`config.mk`:
```
export PLATFORM = sky130hd
export DESIGN_NAME = lbe_engine
export DESIGN_NICKNAME = d
export VERILOG_FILES = /design/src/rtl/lbe_pkg.sv /design/src/rtl/lbe_arbiter.sv /design/src/rtl/lbe_table.sv /design/src/rtl/lbe_engine.sv
export SDC_FILE = /design/constraint.sdc
export NUM_CORES = 1
export LEC_CHECK = 0
export BUFFER_PORTS_ARGS = -buffer_cell sky130_fd_sc_hd__buf_2
export CORE_UTILIZATION = 50
export CTS_BUF_LIST = sky130_fd_sc_hd__clkbuf_2 sky130_fd_sc_hd__clkbuf_4 sky130_fd_sc_hd__clkbuf_8
export CTS_CLUSTER_DIAMETER = 30
export DETAILED_ROUTE_END_ITERATION = 7
export PLACE_DENSITY = 0.72
export SYNTH_ARGS = -nofsm -noshare
export SYNTH_HDL_FRONTEND = slang
export SYNTH_HIERARCHICAL = 1
export SYNTH_SLANG_ARGS = --single-unit
```
`constraint.sdc`:
```
create_clock -name clk -period 17.15 [get_ports clk]
set_input_delay 3.43 -clock clk [delete_from_list [all_inputs] [get_ports clk]]
set_output_delay 3.43 -clock clk [all_outputs]
set_load 0.05 [all_outputs]
```
`src/rtl/lbe_pkg.sv`:
```
package lbe_pkg;

  typedef enum logic [1:0] {
    CMD_LOCK    = 2'd0,
    CMD_UNLOCK  = 2'd1,
    CMD_ARRIVE  = 2'd2,
    CMD_POLL    = 2'd3
  } lbe_cmd_e;

  typedef enum logic [2:0] {
    ST_GRANT = 3'd0,
    ST_BUSY  = 3'd1,
    ST_REL   = 3'd2,
    ST_WAIT  = 3'd3,
    ST_FULL  = 3'd4,
    ST_ERR   = 3'd5
  } lbe_status_e;

  localparam int STW = 3;

endpackage

```
`src/rtl/lbe_arbiter.sv`:
```
// Arrival-order queue of port indices; same-cycle arrivals enter lowest index first.
module lbe_arbiter #(
  parameter int NPORT = 8,
  parameter int PW    = (NPORT > 1) ? $clog2(NPORT) : 1
) (
  input  logic             clk,
  input  logic             rst,
  input  logic [NPORT-1:0] push,
  input  logic             pop,
  output logic [PW-1:0]    head,
  output logic             not_empty
);

  localparam int QW = $clog2(NPORT + 1);

  logic [PW-1:0] slot_q [NPORT];
  logic [PW-1:0] rd_q;
  logic [QW-1:0] fill_q;
  logic [PW-1:0] pos [NPORT];
  logic [QW-1:0] npush;

  always_comb begin
    int rank;
    rank = 0;
    for (int i = 0; i < NPORT; i++) begin
      pos[i] = PW'((int'(rd_q) + int'(fill_q) + rank) % NPORT);
      if (push[i]) rank = rank + 1;
    end
    npush = QW'(rank);
  end

  assign head      = slot_q[rd_q];
  assign not_empty = (fill_q != '0);

  always_ff @(posedge clk) begin
    for (int i = 0; i < NPORT; i++) begin
      if (push[i]) slot_q[pos[i]] <= PW'(i);
    end
  end

  always_ff @(posedge clk) begin
    if (rst) begin
      rd_q   <= '0;
      fill_q <= '0;
    end else begin
      if (pop) rd_q <= PW'((int'(rd_q) + 1) % NPORT);
      fill_q <= fill_q + npush - QW'(pop);
    end
  end

  // the queue never holds more than one entry per port
  a_r2_no_overflow: assert property (@(posedge clk) disable iff (rst)
    int'(fill_q) <= NPORT);

  // nothing is taken from an empty queue
  a_r2_pop_nonempty: assert property (@(posedge clk) disable iff (rst)
    pop |-> not_empty);

endmodule

```
`src/rtl/lbe_table.sv`:
```
// Content-addressed key table with owner, kind and countdown per entry.
module lbe_table #(
  parameter int NENT = 16,
  parameter int IDW  = 32,
  parameter int PW   = 3,
  parameter int CW   = 4,
  parameter int EW   = (NENT > 1) ? $clog2(NENT) : 1
) (
  input  logic            clk,
  input  logic            rst,
  input  logic [IDW-1:0]  look_id,
  output logic            hit,
  output logic [EW-1:0]   hit_idx,
  output logic            hit_bar,
  output logic [PW-1:0]   hit_owner,
  output logic [CW-1:0]   hit_cnt,
  output logic            free_ok,
  output logic [NENT-1:0] occ,
  input  logic            alloc,
  input  logic            alloc_bar,
  input  logic [PW-1:0]   alloc_owner,
  input  logic [CW-1:0]   alloc_cnt,
  input  logic            clr,
  input  logic            dec
);

  logic [NENT-1:0] valid_q;
  logic [IDW-1:0]  id_q    [NENT];
  logic            bar_q   [NENT];
  logic [PW-1:0]   own_q   [NENT];
  logic [CW-1:0]   cnt_q   [NENT];
  logic [NENT-1:0] match;
  logic [EW-1:0]   free_idx;

  for (genvar e = 0; e < NENT; e++) begin : g_cmp
    assign match[e] = valid_q[e] && (id_q[e] == look_id);
  end

  always_comb begin
    hit_idx  = '0;
    free_idx = '0;
    for (int e = NENT - 1; e >= 0; e--) begin
      if (match[e])    hit_idx  = EW'(e);
      if (!valid_q[e]) free_idx = EW'(e);
    end
  end

  assign hit       = |match;
  assign free_ok   = ~&valid_q;
  assign hit_bar   = bar_q[hit_idx];
  assign hit_owner = own_q[hit_idx];
  assign hit_cnt   = cnt_q[hit_idx];
  assign occ       = valid_q;

  always_ff @(posedge clk) begin
    if (rst) begin
      valid_q <= '0;
    end else begin
      if (alloc) valid_q[free_idx] <= 1'b1;
      if (clr)   valid_q[hit_idx]  <= 1'b0;
    end
  end

  always_ff @(posedge clk) begin
    if (alloc) begin
      id_q[free_idx]  <= look_id;
      bar_q[free_idx] <= alloc_bar;
      own_q[free_idx] <= alloc_owner;
      cnt_q[free_idx] <= alloc_cnt;
    end else if (dec) begin
      cnt_q[hit_idx] <= cnt_q[hit_idx] - CW'(1);
    end
  end

  logic dup_key, zero_bar;
  always_comb begin
    dup_key  = 1'b0;
    zero_bar = 1'b0;
    for (int a = 0; a < NENT; a++) begin
      if (valid_q[a] && bar_q[a] && cnt_q[a] == '0) zero_bar = 1'b1;
      for (int b = a + 1; b < NENT; b++) begin
        if (valid_q[a] && valid_q[b] && id_q[a] == id_q[b]) dup_key = 1'b1;
      end
    end
  end

  // a key occupies at most one entry
  a_r11_unique_key: assert property (@(posedge clk) disable iff (rst) !dup_key);

  // a live barrier always waits for at least one more arrival
  a_r11_bar_nonzero: assert property (@(posedge clk) disable iff (rst) !zero_bar);

  // allocation only targets a free slot, and never for a present key
  a_r4_alloc_on_miss: assert property (@(posedge clk) disable iff (rst)
    alloc |-> (free_ok && !hit));

endmodule

```
`src/rtl/lbe_engine.sv`:
```
// Top: per-port request capture, arrival queue, atomic command execution.
module lbe_engine
  import lbe_pkg::*;
#(
  parameter int NPORT = 8,
  parameter int NENT  = 16,
  parameter int IDW   = 32,
  parameter int CW    = $clog2(NPORT + 1)
) (
  input  logic                 clk,
  input  logic                 rst,
  input  logic [NPORT-1:0]     req_valid,
  input  logic [2*NPORT-1:0]   req_cmd,
  input  logic [IDW*NPORT-1:0] req_id,
  input  logic [CW*NPORT-1:0]  req_count,
  output logic [NPORT-1:0]     resp_valid,
  output logic [STW*NPORT-1:0] resp_status
);

  localparam int PW = (NPORT > 1) ? $clog2(NPORT) : 1;
  localparam int EW = (NENT > 1) ? $clog2(NENT) : 1;

  logic [NPORT-1:0]     pend_q;
  logic [NPORT-1:0]     accept;
  logic [1:0]           p_cmd [NPORT];
  logic [IDW-1:0]       p_id  [NPORT];
  logic [CW-1:0]        p_cnt [NPORT];
  logic                 busy_q;
  logic [PW-1:0]        cur_q;
  logic                 pop, not_empty;
  logic [PW-1:0]        head;
  logic [NPORT-1:0]     rv_q;
  logic [STW*NPORT-1:0] rs_q;

  assign accept = req_valid & ~pend_q;
  assign pop    = !busy_q && not_empty;

  lbe_arbiter #(.NPORT(NPORT), .PW(PW)) arb_i (
    .clk(clk), .rst(rst), .push(accept), .pop(pop),
    .head(head), .not_empty(not_empty)
  );

  // Payload registers per port, held while the request is outstanding.
  for (genvar p = 0; p < NPORT; p++) begin : g_cap
    always_ff @(posedge clk) begin
      if (accept[p]) begin
        p_cmd[p] <= req_cmd[2*p +: 2];
        p_id[p]  <= req_id[IDW*p +: IDW];
        p_cnt[p] <= req_count[CW*p +: CW];
      end
    end
  end

  lbe_cmd_e      cur_cmd;
  logic [IDW-1:0] cur_id;
  logic [CW-1:0]  cur_cnt;
  assign cur_cmd = lbe_cmd_e'(p_cmd[cur_q]);
  assign cur_id  = p_id[cur_q];
  assign cur_cnt = p_cnt[cur_q];

  logic            hit, hit_bar, free_ok;
  logic [EW-1:0]   hit_idx;
  logic [PW-1:0]   hit_owner;
  logic [CW-1:0]   hit_cnt;
  logic [NENT-1:0] occ;
  logic            do_alloc, do_bar, do_clr, do_dec;
  lbe_status_e     st;

  always_comb begin
    do_alloc = 1'b0;
    do_bar   = 1'b0;
    do_clr   = 1'b0;
    do_dec   = 1'b0;
    st       = ST_ERR;
    unique case (cur_cmd)
      CMD_LOCK: begin
        if (hit) st = ST_BUSY;
        else if (free_ok) begin do_alloc = 1'b1; st = ST_GRANT; end
        else st = ST_FULL;
      end
      CMD_UNLOCK: begin
        if (hit && !hit_bar && hit_owner == cur_q) begin
          do_clr = 1'b1;
          st     = ST_REL;
        end
      end
      CMD_ARRIVE: begin
        if (hit) begin
          if (hit_bar) begin
            if (hit_cnt == CW'(1)) begin do_clr = 1'b1; st = ST_REL; end
            else begin do_dec = 1'b1; st = ST_WAIT; end
          end
        end else if (cur_cnt <= CW'(1)) begin
          st = ST_REL;
        end else if (free_ok) begin
          do_alloc = 1'b1;
          do_bar   = 1'b1;
          st       = ST_WAIT;
        end else begin
          st = ST_FULL;
        end
      end
      CMD_POLL: st = hit ? ST_WAIT : ST_REL;
      default:  st = ST_ERR;
    endcase
  end

  lbe_table #(.NENT(NENT), .IDW(IDW), .PW(PW), .CW(CW), .EW(EW)) tbl_i (
    .clk(clk), .rst(rst), .look_id(cur_id),
    .hit(hit), .hit_idx(hit_idx), .hit_bar(hit_bar), .hit_owner(hit_owner),
    .hit_cnt(hit_cnt), .free_ok(free_ok), .occ(occ),
    .alloc(busy_q && do_alloc), .alloc_bar(do_bar), .alloc_owner(cur_q),
    .alloc_cnt(cur_cnt - CW'(1)),
    .clr(busy_q && do_clr), .dec(busy_q && do_dec)
  );

  always_ff @(posedge clk) begin
    if (rst) begin
      pend_q <= '0;
      busy_q <= 1'b0;
      cur_q  <= '0;
      rv_q   <= '0;
      rs_q   <= '0;
    end else begin
      rv_q <= '0;
      for (int p = 0; p < NPORT; p++) begin
        if (accept[p]) pend_q[p] <= 1'b1;
      end
      if (pop) begin
        busy_q <= 1'b1;
        cur_q  <= head;
      end
      if (busy_q) begin
        busy_q                <= 1'b0;
        pend_q[cur_q]         <= 1'b0;
        rv_q[cur_q]           <= 1'b1;
        rs_q[STW*cur_q +: STW] <= st;
      end
    end
  end

  assign resp_valid  = rv_q;
  assign resp_status = rs_q;

  // responses are serialized
  a_r3_one_resp: assert property (@(posedge clk) disable iff (rst)
    $onehot0(resp_valid));

  // the command being executed belongs to a waiting port
  a_r1_exec_pending: assert property (@(posedge clk) disable iff (rst)
    busy_q |-> pend_q[cur_q]);

  // a full refusal leaves the table occupancy untouched
  a_r9_full_stable: assert property (@(posedge clk) disable iff (rst)
    (busy_q && st == ST_FULL) |=> $stable(occ));

  // a grant adds exactly one occupied entry
  a_r4_grant_adds: assert property (@(posedge clk) disable iff (rst)
    (busy_q && st == ST_GRANT) |=> ($countones(occ) == $countones($past(occ)) + 1));

  // a poll never changes occupancy
  a_r8_poll_stable: assert property (@(posedge clk) disable iff (rst)
    (busy_q && cur_cmd == CMD_POLL) |=> $stable(occ));

endmodule

```
======== After elaboration in Yosys (flattened, before gate mapping) ========
Memories as Yosys holds them, arrays and structs flattened. A register that Yosys moved wholly into a read port is not among the register bits.
Index checks and enable logic that the tools add are counted.
storage, ports and cells
  bits of input ports ..................... 314
  output and inout port bits .............. 32
  logic and storage cells ................. 226
  register bits after elaboration ......... 64
  memories ................................ 8
  memory bits (writable) .................. 968
operators by class
  bitwise logic cells ..................... 8
  $lt $le $gt $ge ......................... 7
  shift operators ......................... 2
  multiply operators ...................... 1
  muxes and demuxes ....................... 117
  reduce and logical (&&, ||, !) cells .... 34
  equal/unequal tests ..................... 21
  add/sub/neg operators ................... 21
memories
  name             words  bits a word  read ports  clocked after memory_dff  wr ports  line               text
  tbl_i.id_q       16     32           16          0                         1         lbe_table.sv:28    logic [IDW-1:0] id_q [NENT];
  p_id             8      32           1           0                         8         lbe_engine.sv:26   logic [IDW-1:0] p_id [NPORT];
  tbl_i.cnt_q      16     4            1           0                         1         lbe_table.sv:31    logic [CW-1:0] cnt_q [NENT];
  tbl_i.own_q      16     3            1           0                         1         lbe_table.sv:30    logic [PW-1:0] own_q [NENT];
  p_cnt            8      4            1           0                         8         lbe_engine.sv:27   logic [CW-1:0] p_cnt [NPORT];
  arb_i.slot_q     8      3            1           1                         8         lbe_arbiter.sv:16  logic [PW-1:0] slot_q [NPORT];
  2 more memories  -      -            -           -                         -         -
operators with widths
  cell                                                    count
  equality test 32 bit                                    16
  two-way mux 4 bit                                       39
  two-way mux 1 bit                                       58
  two-way mux 16 bit                                      3
  negation 5 -> 34 bit                                    1
  variable shift 3 x 34 -> 24 bit (first input constant)  1
  variable part select 3 x 34 -> 24 bit                   1
  logical AND 1 bit                                       25
  bitwise mux 24 bit                                      1
  two-way mux 3 bit                                       8
  adder 3 bit                                             7
  adder 4 x 2 -> 4 bit (second input constant)            4
  bitwise AND 16 bit                                      1
  bitwise AND 8 bit                                       2
  NOT 16 bit                                              1
  NOT 8 bit                                               2
  bitwise OR 16 bit                                       1
  AND reduction 16 bit                                    1
  OR reduction 16 bit                                     1
  one-hot mux 3 bit (4 select lines)                      1
  < comparator 4 x 5 -> 1 bit (second input constant)     2
  demux 1 bit (select 4 bit)                              2
  >= comparator 4 x 1 -> 1 bit (second input constant)    2
  two-way mux 8 bit                                       1
  25 further kinds                                        30

======== Depth between registers and ports, before layout ========
An unclocked memory read counts as a cell.
  depth after elaboration ................. 31
  mapped depth ............................ 32
  mapped depth without buffers ............ 28

======== Cells and area by module ========
Netlist, hierarchy kept.
by module, submodules not included
  module       times used  area an instance (µm²)  seq. area each (µm²)  cells each
  lbe_table    1           27993.1                 19538.7               1795
  lbe_engine   1           13554.2                 10069.7               686
  lbe_arbiter  1           3409.5                  680.7                 422

======== Least setup slack after synthesis ========
OpenSTA, ideal clock, no wires.
  kind .................................... input to register
  start point ............................. input req_valid[0]
  end point ............................... register arb_i.fill_q[3]
  buffers on the path ..................... 1
  slack ................................... 6.690 ns
  data arrival time ....................... 10.395 ns
  data required time ...................... 17.085 ns
  stages .................................. 28
  setup time .............................. 0.065 ns
  cell sequence ........................... nor2b_1 inv_1 ha_1 buf_2 xor2_1 ha_1 nand2b_1 o31ai_1 inv_1 ha_1 nand2_1 o21ai_0 ha_1 mux2i_1 a21oi_1 ha_1 nand2_1 o21ai_0 ha_1 mux2i_1 ha_1 inv_1 ha_1 a21o_1 a21oi_1 xnor2_1 xnor3_1 nor2_1
between the ends
  cells in the longest elaborated chain, start to end .. 18
ends and longest elaborated chain
  item                         line               text
  from (decl)                  lbe_engine.sv:12   input logic [NPORT-1:0] req_valid,
  bitwise AND 8 bit *          lbe_engine.sv:35   assign accept = req_valid & ~pend_q;
  two-way mux 1 bit *          lbe_arbiter.sv:27  if (push[i]) rank = rank + 1;
  adder 1 x 1 -> 2 bit         lbe_arbiter.sv:27
  two-way mux 2 bit *          lbe_arbiter.sv:27
  adder 2 x 1 -> 3 bit         lbe_arbiter.sv:27
  two-way mux 3 bit *          lbe_arbiter.sv:27
  adder 3 x 1 -> 4 bit         lbe_arbiter.sv:27
  two-way mux 4 bit *          lbe_arbiter.sv:27
  (+2 left out)                -
  adder 4 x 2 -> 4 bit         lbe_arbiter.sv:27
  two-way mux 4 bit *          lbe_arbiter.sv:27
  adder 4 x 2 -> 4 bit         lbe_arbiter.sv:27
  two-way mux 4 bit *          lbe_arbiter.sv:27
  adder 4 x 2 -> 4 bit         lbe_arbiter.sv:27
  two-way mux 4 bit *          lbe_arbiter.sv:27
  adder 4 bit *                lbe_arbiter.sv:47  fill_q <= fill_q + npush - QW'(pop);
  subtractor 4 x 1 -> 4 bit *  lbe_arbiter.sv:47
  to (signal assigned)         lbe_arbiter.sv:47
  to (decl)                    lbe_arbiter.sv:18  logic [QW-1:0] fill_q;
Mark *: on every way between the ends. The rest lies on a longest branch, timed or not.
A chain may end at the register's enable or synchronous reset.

==> impl_metrics.py <==
metrics = {
    "clock_tree": {
        "cts_buffer_depth": 3,
        "holdBufCountCts": 0,
        "htree_levels": 4,
        "clkLatencyLatePin_ps": 830,
        "cts-resized-gates": 0,
        "clock_sink_count": 1041,
        "path_clk_slew_ps": 60,
        "tritoncts": "done",
        "cts_setup_buffers": 0,
        "ctsRootBufferMaster": "clkbuf_8",
        "numCtsBuffers": 178,
    },
    "timing": {
        "setup_viol": 0,
        "period_needed_ps": 9080,
        "period_share_pct": 52.9,
        "holdWs_ps": 454,
        "maxSlewHeadroom_pct": 19.1,
        "slew_viol_final": 0,
        "worst_pin_slew_ps": 1210,
        "tns_ps": 0,
        "hold_viol": 0,
        "rsz0062_at_grt": "false",
        "skew_ps": 52.3,
        "timing.fmax_mhz": 110,
    },
    "die": {
        "ioPinCount": 346,
        "chipHeight_um": 302,
        "core_area_mm2": 0.0886,
        "die-area_mm2": 0.0911,
        "initial_core_util_pct": 50.7,
        "fp.dieW_um": 302,
        "rows": 109,
    },
    "worst_setup_path": {
        "path_buf_inv": 4,
        "cpPeakStageDelay_ps": 820,
        "crit_path_frequent_cell": "buf_4",
        "worstSetupStartpointType": "flip-flop",
        "crit_chain": "buf_4 -> mux4_2 -> mux2_2 -> buf_4 -> buf_4 -> xor2_1 -> nor4_1 -> nand4_1 -> nor4_1 -> o21bai_1 -> a221oi_2 -> o21ai_4 -> buf_4 -> mux2i_1 -> mux2_2 -> o21ai_0 -> or2_2 -> nor4b_1 -> nor2_1 -> nor2b_1 -> nor3_1 -> a21o_1 -> nand2_1 -> nor2_1",
        "critical_path.slowest_cell": "buf_4",
        "crit_path_end_kind": "flip-flop",
        "cp_max_fo": 59,
        "reg2regPathDepth": 24,
        "crit_type": "flip-flop to flip-flop",
        "critPathRequiredTime_ps": 17620,
        "reg2reg_slack_ps": 8070,
        "crit_arrival_ps": 9540,
        "critical-path-top-delay-family": "simple AND/OR/NAND/NOR gates",
        "worstReg2RegEnd": "tbl_i/cnt_q[4][1]$_DFFE_PP_",
    },
    "power_and_ir_drop": {
        "p_switching_mw": 2.82,
        "seqPwrFrac_pct": 39.4,
        "ir_drop_v": 0.0000962,
        "p_clk_share_pct": 28.1,
        "powerDensity_mw_per_mm2": 161,
        "power_frac_comb_pct": 32.4,
        "cellLeakagePower_nw": 17.9,
        "swShare_pct": 34.0,
        "p_int_mw": 5.49,
    },
    "detailed_routing": {
        "vias_per_cell": 5.54,
        "drt_wl_total_mm": 106,
        "post_drt_wl_per_cell_um": 22.6,
        "drtIter0Drc": 2420,
        "firstDrtPassIters": 8,
        "postRouteAntennaNets": 0,
        "drcViolationCount": 0,
        "vias": 25861,
    },
    "global_routing": {
        "grt_max_degree": 69,
        "antenna_found_initial": 15,
        "overflow": 0,
        "grt_pass1_vias": 25923,
        "grt_pass1_wl_mm": 157,
        "grt_usage_pct": 23.3,
    },
    "place": {
        "portBuffers": 345,
        "hpwl_mm": 68.9,
        "place.gp.congestion": 0.910,
    },
    "final_layout": {
        "multiInputGateArea_mm2": 0.0139,
        "area_growth_pct": 15.2,
        "n_fill_cell": 6768,
        "final_layout_size_suffix_gt1_share_pct": 25.5,
        "fin_nets": 3712,
        "ff_latch_area_mm2": 0.0303,
    },
    "min_path": {
        "min_to": "resp_status[19]$_SDFFE_PP0P_",
        "whs_path_depth": 2,
        "hp-class": "flip-flop to flip-flop",
        "worstHoldStart": "resp_status[19]$_SDFFE_PP0P_",
    },
    "yosys": {
        "synthCells": 2900,
        "syn_avg_cell_area_um2": 15.5,
        "synthesis.nets": 3257,
        "syn_area_mm2": 0.0449,
        "synth_warnings": 6,
    },
    "job": {
        "maxCapViolCount": 0,
    },
    "outcome": {
        "status": "complete, no violations",
    },
}
==> worst min-delay path: cells and delay by family (launching register included) <==
| family | cells | cell delay [ps] |
|---|---|---|
| flops | 1 | 320 |
| simple gates | 1 | 50 |
| compound gates | 1 | 50 |
==> flip-flops by register name, summed over array words and instances (netlist names), named ones only <==
register,flops
tbl_i/occ,16
resp_status,24
p_cmd,16
pend_q,8
tbl_i/bar_q,16
busy_q,1
tbl_i/id_q,512
tbl_i/cnt_q,64
cur_q,3
p_cnt,32
arb_i/fill_q,4
tbl_i/own_q,48
resp_valid,8
p_id,256
arb_i/rd_q,3
arb_i/slot_q,24
==> cell usage in the layout, fill, tap and decap left out, types with 8 or more instances in the layout <==
cell and instances:
bufinv_16 14, clkbuf_4 49, or3_1 18, mux2i_1 68
clkinv_2 27, nor2_4 16, nor3_1 35, buf_2 345
nor2_1 143, clkbuf_8 183, a21oi_1 49, xnor2_1 197
nand3_1 55, xor2_1 352, dfxtp_1 94, buf_4 59
o31ai_1 12, nor4_1 82, o211ai_1 10, edfxtp_1 944
nand4_1 66, fa_1 8, nor2b_1 20, a211oi_1 27
clkinv_1 25, nand2_1 122, nand3b_1 14, inv_1 45
nand2b_1 21, mux2_2 54, ha_1 35, o21ai_0 46
a2bb2oi_1 9, nor2b_4 8, mux4_2 82
==> stage by stage <==
step | instance area [um2] | setup slack [ps] | util, % | instances | power (mW)
after floorplan | 44900 | 6690 | - | 2900 | 5.21
after global placement | 48000 | 7630 | 54.1 | 4340 | 5.98
after detailed placement | 48000 | 7470 | 54.1 | 4340 | 6.02
after CTS | 51800 | 7950 | 58.4 | 4661 | 8.36
after global routing | 51800 | 7370 | 58.4 | 4666 | 8.71
final | 51800 | 8070 | 58.4 | 4668 | 8.31
==> per-layer routing <==
| metal | vias to the layer above | global-route usage (%) | share of wire (%) |
|---|---|---|---|
| met5 | - | 0 | 0.027 |
| met4 | 4 | 9.40 | 3.5 |
| met3 | 215 | 4.84 | 6.9 |
| met2 | 1052 | 37.3 | 48 |
| met1 | 12746 | 31.3 | 42 |
| li1 | 11844 | - | - |
==> worst max path at each step <==
stage	endpoint	depth (start not counted)	slack [ps]
2_1_floorplan	arb_i/fill_q[3]$_SDFF_PP0_	28	6690
3_3_place_gp	arb_i/fill_q[3]$_SDFF_PP0_	29	7630
3_5_place_dp	arb_i/fill_q[3]$_SDFF_PP0_	29	7470
4_1_cts	tbl_i/cnt_q[4][1]$_DFFE_PP_	24	7950
5_1_grt	tbl_i/cnt_q[8][3]$_DFFE_PP_	21	7370
6_report	tbl_i/cnt_q[4][1]$_DFFE_PP_	24	8070
==> power groups by stage <==
stage               clock [mW]  combinational [mW]  sequential [mW]
floorplan                    0                1.93             3.28
global placement             0                2.65             3.32
detailed placement           0                2.69             3.33
CTS                       2.38                2.70             3.28
global route              2.49                2.93             3.29
finish                    2.34                2.70             3.28
==> cell type report <==
class / instances / area share (%)
timing repair buffer: 404 / 4.19
clock inverter: 89 / 1.74
tap: 1165 / 2.82
inverter: 46 / 0.333
multi-input combinational: 1684 / 26.8
antenna: 7 / 0.0338
sequential: 1041 / 58.5
clock buffer: 232 / 5.57
No activity file was read; power rests on OpenSTA's default activity.
